--- config.mk ---
export PLATFORM = sky130hd
export DESIGN_NAME = gpio_port
export DESIGN_NICKNAME = d
export VERILOG_FILES = /design/src/rtl/gpio_port_pkg.sv /design/src/rtl/gpio_reg_decode.sv /design/src/rtl/gpio_cfg_reg.sv /design/src/rtl/gpio_out_reg.sv /design/src/rtl/gpio_in_sync.sv /design/src/rtl/gpio_port.sv
export SDC_FILE = /design/constraint.sdc
export NUM_CORES = 1
export LEC_CHECK = 0
export BUFFER_PORTS_ARGS = -buffer_cell sky130_fd_sc_hd__buf_2
export CELL_PAD_IN_SITES_DETAIL_PLACEMENT = 1
export CELL_PAD_IN_SITES_GLOBAL_PLACEMENT = 2
export CORE_MARGIN = 2
export CORE_UTILIZATION = 35
export DETAILED_ROUTE_END_ITERATION = 12
export HOLD_SLACK_MARGIN = 0.12
export PLACE_DENSITY = 0.92
export SYNTH_ARGS = -nofsm -noshare
export SYNTH_HDL_FRONTEND = slang
export SYNTH_SLANG_ARGS = --single-unit
export TNS_END_PERCENT = 100
--- constraint.sdc ---
create_clock -name clk -period 2.9 [get_ports clk]
set_clock_uncertainty 0.15 [all_clocks]
set_input_delay 0.87 -clock clk [delete_from_list [all_inputs] [get_ports clk]]
set_output_delay 0.87 -clock clk [all_outputs]
set_load 0.05 [all_outputs]
--- src/rtl/gpio_port_pkg.sv ---
package gpio_port_pkg;

  localparam int unsigned REG_AW = 3;

  // Word offsets of the register bus
  typedef enum logic [REG_AW-1:0] {
    OFS_DATA = 3'd0,
    OFS_SET  = 3'd1,
    OFS_CLR  = 3'd2,
    OFS_TGL  = 3'd3,
    OFS_PIN  = 3'd4,
    OFS_DIR  = 3'd5,
    OFS_IDIS = 3'd6
  } reg_ofs_e;

  // One-hot write strobes produced by the decoder
  typedef struct packed {
    logic data;
    logic set;
    logic clr;
    logic tgl;
    logic dir;
    logic idis;
  } wr_strobe_t;

endpackage

--- src/rtl/gpio_reg_decode.sv ---
module gpio_reg_decode
  import gpio_port_pkg::*;
(
  input  logic              wr_en,
  input  logic [REG_AW-1:0] addr,
  output wr_strobe_t        stb
);

  always_comb begin
    stb = '0;
    if (wr_en) begin
      case (addr)
        OFS_DATA: stb.data = 1'b1;
        OFS_SET:  stb.set  = 1'b1;
        OFS_CLR:  stb.clr  = 1'b1;
        OFS_TGL:  stb.tgl  = 1'b1;
        OFS_DIR:  stb.dir  = 1'b1;
        OFS_IDIS: stb.idis = 1'b1;
        default:  stb = '0;  // input view and unmapped: writes dropped
      endcase
    end
  end

endmodule

--- src/rtl/gpio_cfg_reg.sv ---
module gpio_cfg_reg #(
  parameter int unsigned W = 32
) (
  input  logic         clk,
  input  logic         rst_n,
  input  logic         we,
  input  logic [W-1:0] d,
  output logic [W-1:0] q
);

  always_ff @(posedge clk or negedge rst_n) begin
    if (!rst_n)  q <= '0;
    else if (we) q <= d;
  end

  // a loaded config register shows the written value one cycle later
  assert_cfg_load_R7: assert property (@(posedge clk) disable iff (!rst_n)
    we |=> (q == $past(d)));

endmodule

--- src/rtl/gpio_out_reg.sv ---
module gpio_out_reg #(
  parameter int unsigned W = 32
) (
  input  logic         clk,
  input  logic         rst_n,
  input  logic         load_en,
  input  logic         set_en,
  input  logic         clr_en,
  input  logic         tgl_en,
  input  logic [W-1:0] val,
  output logic [W-1:0] q
);

  logic [W-1:0] nxt;

  // Fixed order: load, toggle, set, then clear last so clear wins
  always_comb begin
    nxt = q;
    if (load_en) nxt = val;
    if (tgl_en)  nxt = nxt ^ val;
    if (set_en)  nxt = nxt | val;
    if (clr_en)  nxt = nxt & ~val;
  end

  always_ff @(posedge clk or negedge rst_n) begin
    if (!rst_n) q <= '0;
    else        q <= nxt;
  end

  assert_set_bits_R3: assert property (@(posedge clk) disable iff (!rst_n)
    (set_en && !clr_en) |=> ((q & $past(val)) == $past(val)));

  assert_clr_bits_R4: assert property (@(posedge clk) disable iff (!rst_n)
    clr_en |=> ((q & $past(val)) == '0));

  assert_tgl_bits_R5: assert property (@(posedge clk) disable iff (!rst_n)
    (tgl_en && !set_en && !clr_en && !load_en) |=> (q == ($past(q) ^ $past(val))));

  assert_hold_R2: assert property (@(posedge clk) disable iff (!rst_n)
    !(load_en || set_en || clr_en || tgl_en) |=> $stable(q));

endmodule

--- src/rtl/gpio_in_sync.sv ---
module gpio_in_sync #(
  parameter int unsigned W      = 32,
  parameter int unsigned STAGES = 2
) (
  input  logic         clk,
  input  logic         rst_n,
  input  logic [W-1:0] pin_in,
  output logic [W-1:0] pin_sync
);

  logic [W-1:0] stg [STAGES];

  always_ff @(posedge clk or negedge rst_n) begin
    if (!rst_n) stg[0] <= '0;
    else        stg[0] <= pin_in;
  end

  for (genvar i = 1; i < STAGES; i++) begin : g_stage
    always_ff @(posedge clk or negedge rst_n) begin
      if (!rst_n) stg[i] <= '0;
      else        stg[i] <= stg[i-1];
    end

    assert_stage_shift_R9: assert property (@(posedge clk) disable iff (!rst_n)
      ran |-> (stg[i] == $past(stg[i-1])));
  end

  assign pin_sync = stg[STAGES-1];

  // Marks that at least one edge has passed since reset, for the checks
  logic ran;
  always_ff @(posedge clk or negedge rst_n) begin
    if (!rst_n) ran <= 1'b0;
    else        ran <= 1'b1;
  end

  assert_first_stage_R9: assert property (@(posedge clk) disable iff (!rst_n)
    ran |-> (stg[0] == $past(pin_in)));

endmodule

--- src/rtl/gpio_port.sv ---
module gpio_port
  import gpio_port_pkg::*;
#(
  parameter int unsigned NPINS       = 32,
  parameter int unsigned SYNC_STAGES = 2
) (
  input  logic              clk,
  input  logic              rst_n,
  input  logic              wr_en,
  input  logic [REG_AW-1:0] addr,
  input  logic [NPINS-1:0]  wdata,
  output logic [NPINS-1:0]  rdata,
  input  logic [NPINS-1:0]  pin_in,
  output logic [NPINS-1:0]  pin_out,
  output logic [NPINS-1:0]  pin_oe
);

  wr_strobe_t       stb;
  logic [NPINS-1:0] out_q;
  logic [NPINS-1:0] dir_q;
  logic [NPINS-1:0] idis_q;
  logic [NPINS-1:0] pin_sync;
  logic [NPINS-1:0] pin_view;

  gpio_reg_decode u_dec (
    .wr_en (wr_en),
    .addr  (addr),
    .stb   (stb)
  );

  gpio_out_reg #(.W(NPINS)) u_out (
    .clk     (clk),
    .rst_n   (rst_n),
    .load_en (stb.data),
    .set_en  (stb.set),
    .clr_en  (stb.clr),
    .tgl_en  (stb.tgl),
    .val     (wdata),
    .q       (out_q)
  );

  gpio_cfg_reg #(.W(NPINS)) u_dir (
    .clk   (clk),
    .rst_n (rst_n),
    .we    (stb.dir),
    .d     (wdata),
    .q     (dir_q)
  );

  gpio_cfg_reg #(.W(NPINS)) u_idis (
    .clk   (clk),
    .rst_n (rst_n),
    .we    (stb.idis),
    .d     (wdata),
    .q     (idis_q)
  );

  gpio_in_sync #(.W(NPINS), .STAGES(SYNC_STAGES)) u_sync (
    .clk      (clk),
    .rst_n    (rst_n),
    .pin_in   (pin_in),
    .pin_sync (pin_sync)
  );

  // Disabled inputs read as zero
  assign pin_view = pin_sync & ~idis_q;

  // Drive only where the direction selects output
  assign pin_oe  = dir_q;
  assign pin_out = out_q & dir_q;

  always_comb begin
    case (addr)
      OFS_DATA: rdata = out_q;
      OFS_PIN:  rdata = pin_view;
      OFS_DIR:  rdata = dir_q;
      OFS_IDIS: rdata = idis_q;
      default:  rdata = '0;  // aliases and unmapped read zero
    endcase
  end

  // register state is zero right after reset is released
  assert_reset_clear_R1: assert property (@(posedge clk)
    $rose(rst_n) |-> (pin_oe == '0 && out_q == '0 && idis_q == '0));

  // no pin drives a one while its output enable is off
  assert_no_drive_R8: assert property (@(posedge clk) disable iff (!rst_n)
    ((pin_out & ~pin_oe) == '0));

endmodule

# == After elaboration in Yosys (flattened, before gate mapping) ==
# Cells that the tools add are included.
# totals
latch_bits,0
mem_bits_rw,0
n_memories,0
mem_bits_ro,0
reg_bits,160
inputBits,70
# classes
mux,12
multipliers,0
div,0
eq_ne,6
reduce_logical,1
add_sub_neg,0
magnitude_cmp,0
shift,0
bitwise,7
# ops
op,count
2-to-1 mux 32 bit,4
one-hot mux 32 bit (4 select lines),1
bitwise AND 32 bit,3
inverter 32 bit,2
OR 32 bit,1
bitwise XOR 32 bit,1
== test 3 bit (second input constant),3
== test 3 x 2 -> 1 bit (second input constant),2
2-to-1 mux 1 bit,6
2-to-1 mux 6 bit,1
== test 3 x 1 -> 1 bit (second input constant),1
logical NOT 3 bit,1

# == Depth between registers and ports, before layout ==
# depth
ltp_word,10
mapped_depth,6
ltp_nobuf,3

# == Modules after synthesis ==
# Synthesis repeated with hierarchy kept, for this count alone.
# unflattened
hier_cells,695
hier_area_um2,8165.3
# by_module_without_submodules
mod,n_inst,cells_each,area_per_inst_um2
gpio_cfg_reg,2,68,1345.0
gpio_out_reg,1,276,2298.5
gpio_in_sync,1,96,1841.8
gpio_port,1,181,1262.5
gpio_reg_decode,1,6,72.6

# == Least setup slack after synthesis ==
# Ideal clock, no wire load.
# synth_timing
kind,input to output
startpoint,in addr[2]
endpoint,out rdata[14]
slack_ns,-0.838
stages,5
arrival_time_ns,2.718
cell_sequence,buf_2 -> clkbuf_1 -> nor4bb_1 -> a221oi_1 -> o21ai_0
# synth_via
elab_chain_cells,2
word_cells_on_any_way,5
classes_between,eq/ne: 3; mux: 1; reduce/logical: 1
# synth_rtl
item,line_no,source
from (decl),gpio_port.sv:10,"input logic [REG_AW-1:0] addr,"
== test 3 bit / logical NOT 3 bit (equally long branches),gpio_port.sv:73,case (addr)
one-hot mux 32 bit (4 select lines) *,gpio_port.sv:73,
to (decl),gpio_port.sv:12,"output logic [NPINS-1:0] rdata,"
# Every way passes the cells marked *; elsewhere a longest branch is shown, timed or not.

# == Worst setup path after layout ==
# layout_timing
startpoint,in addr[2]
endpoint,out rdata[19]
# Same word-level chain as after synthesis.

==> flow_summary.toml <==
[yosys]
synth_top_family_by_area = "compound AO/OA/AOI/OAI gates"
synthesis.area_sq_mm = 0.00697
syn-num-nets = 662
synth_cells = 592
yosys_warnings = 0
synth_xor_area_frac = 0
yosys.area_share.adder = 0
yosysSeqAreaShare = 0.575
synth_compound_area_frac = 0.162
ys_ff_latch = 160
synthSimpleGateAreaFrac = 0.126
synth_cell_type_count = 31
syn_avg_cell_area_sq_um = 11.8
synthMuxAreaShare = 0.103

[sta]
final-setup-viol-count = 20
max_freq_mhz = 333
period_share = 1.04
rsz0062_at_grt = "yes"
worst_slack_ns = -0.107
tns_ns = -1.54
drv_slew = 0
hold_slack_ns = 0.198
worstMarginPinSlew_ns = 0.717
relSlewSlack = 0.522
min_period_ns = 3.01
hold_violations = 0

[floorplanning]
ios = 166
dieWidth_um = 145
initial_core_util = 0.357
fp.dieArea_sq_mm = 0.0211
core_area_sq_mm = 0.0195
rows = 51
chipHeight_um = 145

[power_and_ir_drop]
swShare = 0.348
pwr-share-comb = 0.279
ir_worst_vdd_uv = 419
leakage_nw = 4.26
pwr-share-seq = 0.406
p_clk_frac = 0.314
power.total_mw = 7.06
internal-power_mw = 4.61
p_per_area_mw_per_mm2 = 728
p_switching_mw = 2.46

[clocking]
cts-root-buf = "clkbuf_16"
ctsHoldBuffers = 0
clock_sink_count = 160
htreeDepth = 4
numCtsBuffers = 17
cts_tree = "done"
clockBufferDepth = 2
clk_pin_slew_worst_paths_ns = 0.06
clk_latency_ns = 0.42

[setup_path]
required_ns = 1.88
cp.arrival_ns = 1.99
cp_max_fo = 6
critPathLaunchType = "primary input"
end_kind = "output pin"
crit_type = "in -> out"

[global_routing]
globalRoute.totalOverflow = 0
track_usage = 0.207
antenna_found_initial = 1
first_global_vias = 6115
grt_pass1_wl_um = 34100
grt_max_degree = 54

[detailed_routing]
drc = 0
dr.pass1.iters = 4
wl_per_cell_um = 20.0
routed_wl_um = 21100
routed_via_density = 5.31
num_vias = 5590
drtAntennaViolNets = 0
drt_iter0_drc = 235

[placement]
place_area_sq_mm = 0.00863
dp.cells = 1013
portBuffers = 165
place_worst_setup_slack_ns = -0.223
routabilityCongestion = 0.747
dp.final_hpwl_um = 14100

[worst_hold_path]
hp-class = "reg -> reg"

[layout]
fill_cells = 2105
nets = 846
stdcell_count = 1052
final_cell_mix = "dfrtp_1 (160), buf_2 (129), mux2_2 (57)"
utilization = 0.497
final_area_sq_mm = 0.00970
layout_commonest_cell = "dfrtp_1"
drive_gt1_frac = 0.472
synthToLayoutAreaGrowth_pct = 39.2

[status]
status = "finished with violations"
violations = "setup timing"

[flow_run]
maxCapViolCount = 0
cell families after synthesis:
family,count (synthesis)
multiplexers,64
buffers and inverters,50
AO/OA/AOI/OAI,163
flip-flops,160
AND/OR/NAND/NOR,155
path summary, 6_finish.rpt:
check	endpoint	cells after the start	slack, ns	from
max reg2reg	u_out.q[6]$_DFF_PN0_	3	1.74	u_out.q[6]$_DFF_PN0_
max	rdata[19]	6	-0.11	addr[2]
max in group asynchronous	u_dir.q[12]$_DFFE_PN0P_	2	1.67	rst_n
min	u_sync.pin_sync[1]$_DFF_PN0_	0	0.20	u_sync.stg[33]$_DFF_PN0_
min in group asynchronous	u_dir.q[5]$_DFFE_PN0P_	1	0.26	rst_n
min reg2reg	u_sync.pin_sync[1]$_DFF_PN0_	0	0.20	u_sync.stg[33]$_DFF_PN0_
timing repair:
action                                  in CTS  in global routing
gates cloned                                 2                  0
endpoints found under the setup margin      32                 32
resized for setup                           94                 11
buffers inserted                             8                  1
pin swaps                                   22                 10
power by group through the flow:
stage          clock network [mW]  logic [mW]  registers (mW)
3_3_place_gp                    0        1.81            2.87
6_report                     2.22        1.97            2.87
3_5_place_dp                    0        1.86            2.89
2_1_floorplan                   0        1.02            3.15
5_1_grt                      2.37        2.09            2.92
4_1_cts                      2.26        1.99            2.86
state kept, by name, indices dropped and copies added, names as in the netlist:
register and count:
u_dir.q 32, u_idis.q 32, u_out.q 32, u_sync.pin_sync 32
u_sync.stg 32
per-layer routing:
layer  global-route usage  share of wire  up-vias  routed length (um)
li1                     -              -     2538                   -
met1                0.250           0.42     2906                8820
met2                0.369           0.53      125               11100
met3               0.0428          0.037       19                 784
met4               0.0647          0.016        2                 337
met5                    0        0.00052        -                  11
critical path: stages:
cell	delay, ns
buf_12	0.11
and3b_4	0.21
buf_12	0.14
buf_12	0.13
a221o_2	0.36
buf_8	0.15
area by class of cell:
class                   instances  area (sq um)  area share
clock inverters                 7           113      0.0116
diodes                          1          2.50    0.000258
inverters                       6          22.5     0.00232
flip-flops and latches        160          4000       0.413
repair buffers                209          1670       0.173
multi-input cells             382          3100       0.319
well taps                     265           332      0.0342
clock buffers                  22           454      0.0468
synthesized netlist by cell type, drive strengths merged:
| cell | number | area, sq um |
|---|---|---|
| a211oi | 30 | 225 |
| a21oi | 47 | 284 |
| a221o | 13 | 130 |
| a221oi | 1 | 8.76 |
| a22oi | 36 | 270 |
| a31oi | 6 | 37.5 |
| and2 | 33 | 206 |
| and3b | 2 | 17.5 |
| and4 | 15 | 131 |
| buf | 25 | 146 |
| clkbuf | 19 | 71.3 |
| dfrtp | 160 | 4000 |
| inv | 6 | 22.5 |
| mux2 | 64 | 721 |
| nand2 | 25 | 93.8 |
| nand2b | 16 | 100 |
| nand3 | 1 | 5.00 |
| nand3b | 13 | 97.6 |
| nor2 | 30 | 113 |
| nor2b | 2 | 12.5 |
| nor3 | 16 | 80.1 |
| nor4bb | 1 | 10.0 |
| o21ai | 13 | 65.1 |
| o22ai | 17 | 106 |
| or4b | 1 | 10.0 |
(Power assumes the default switching activity.)
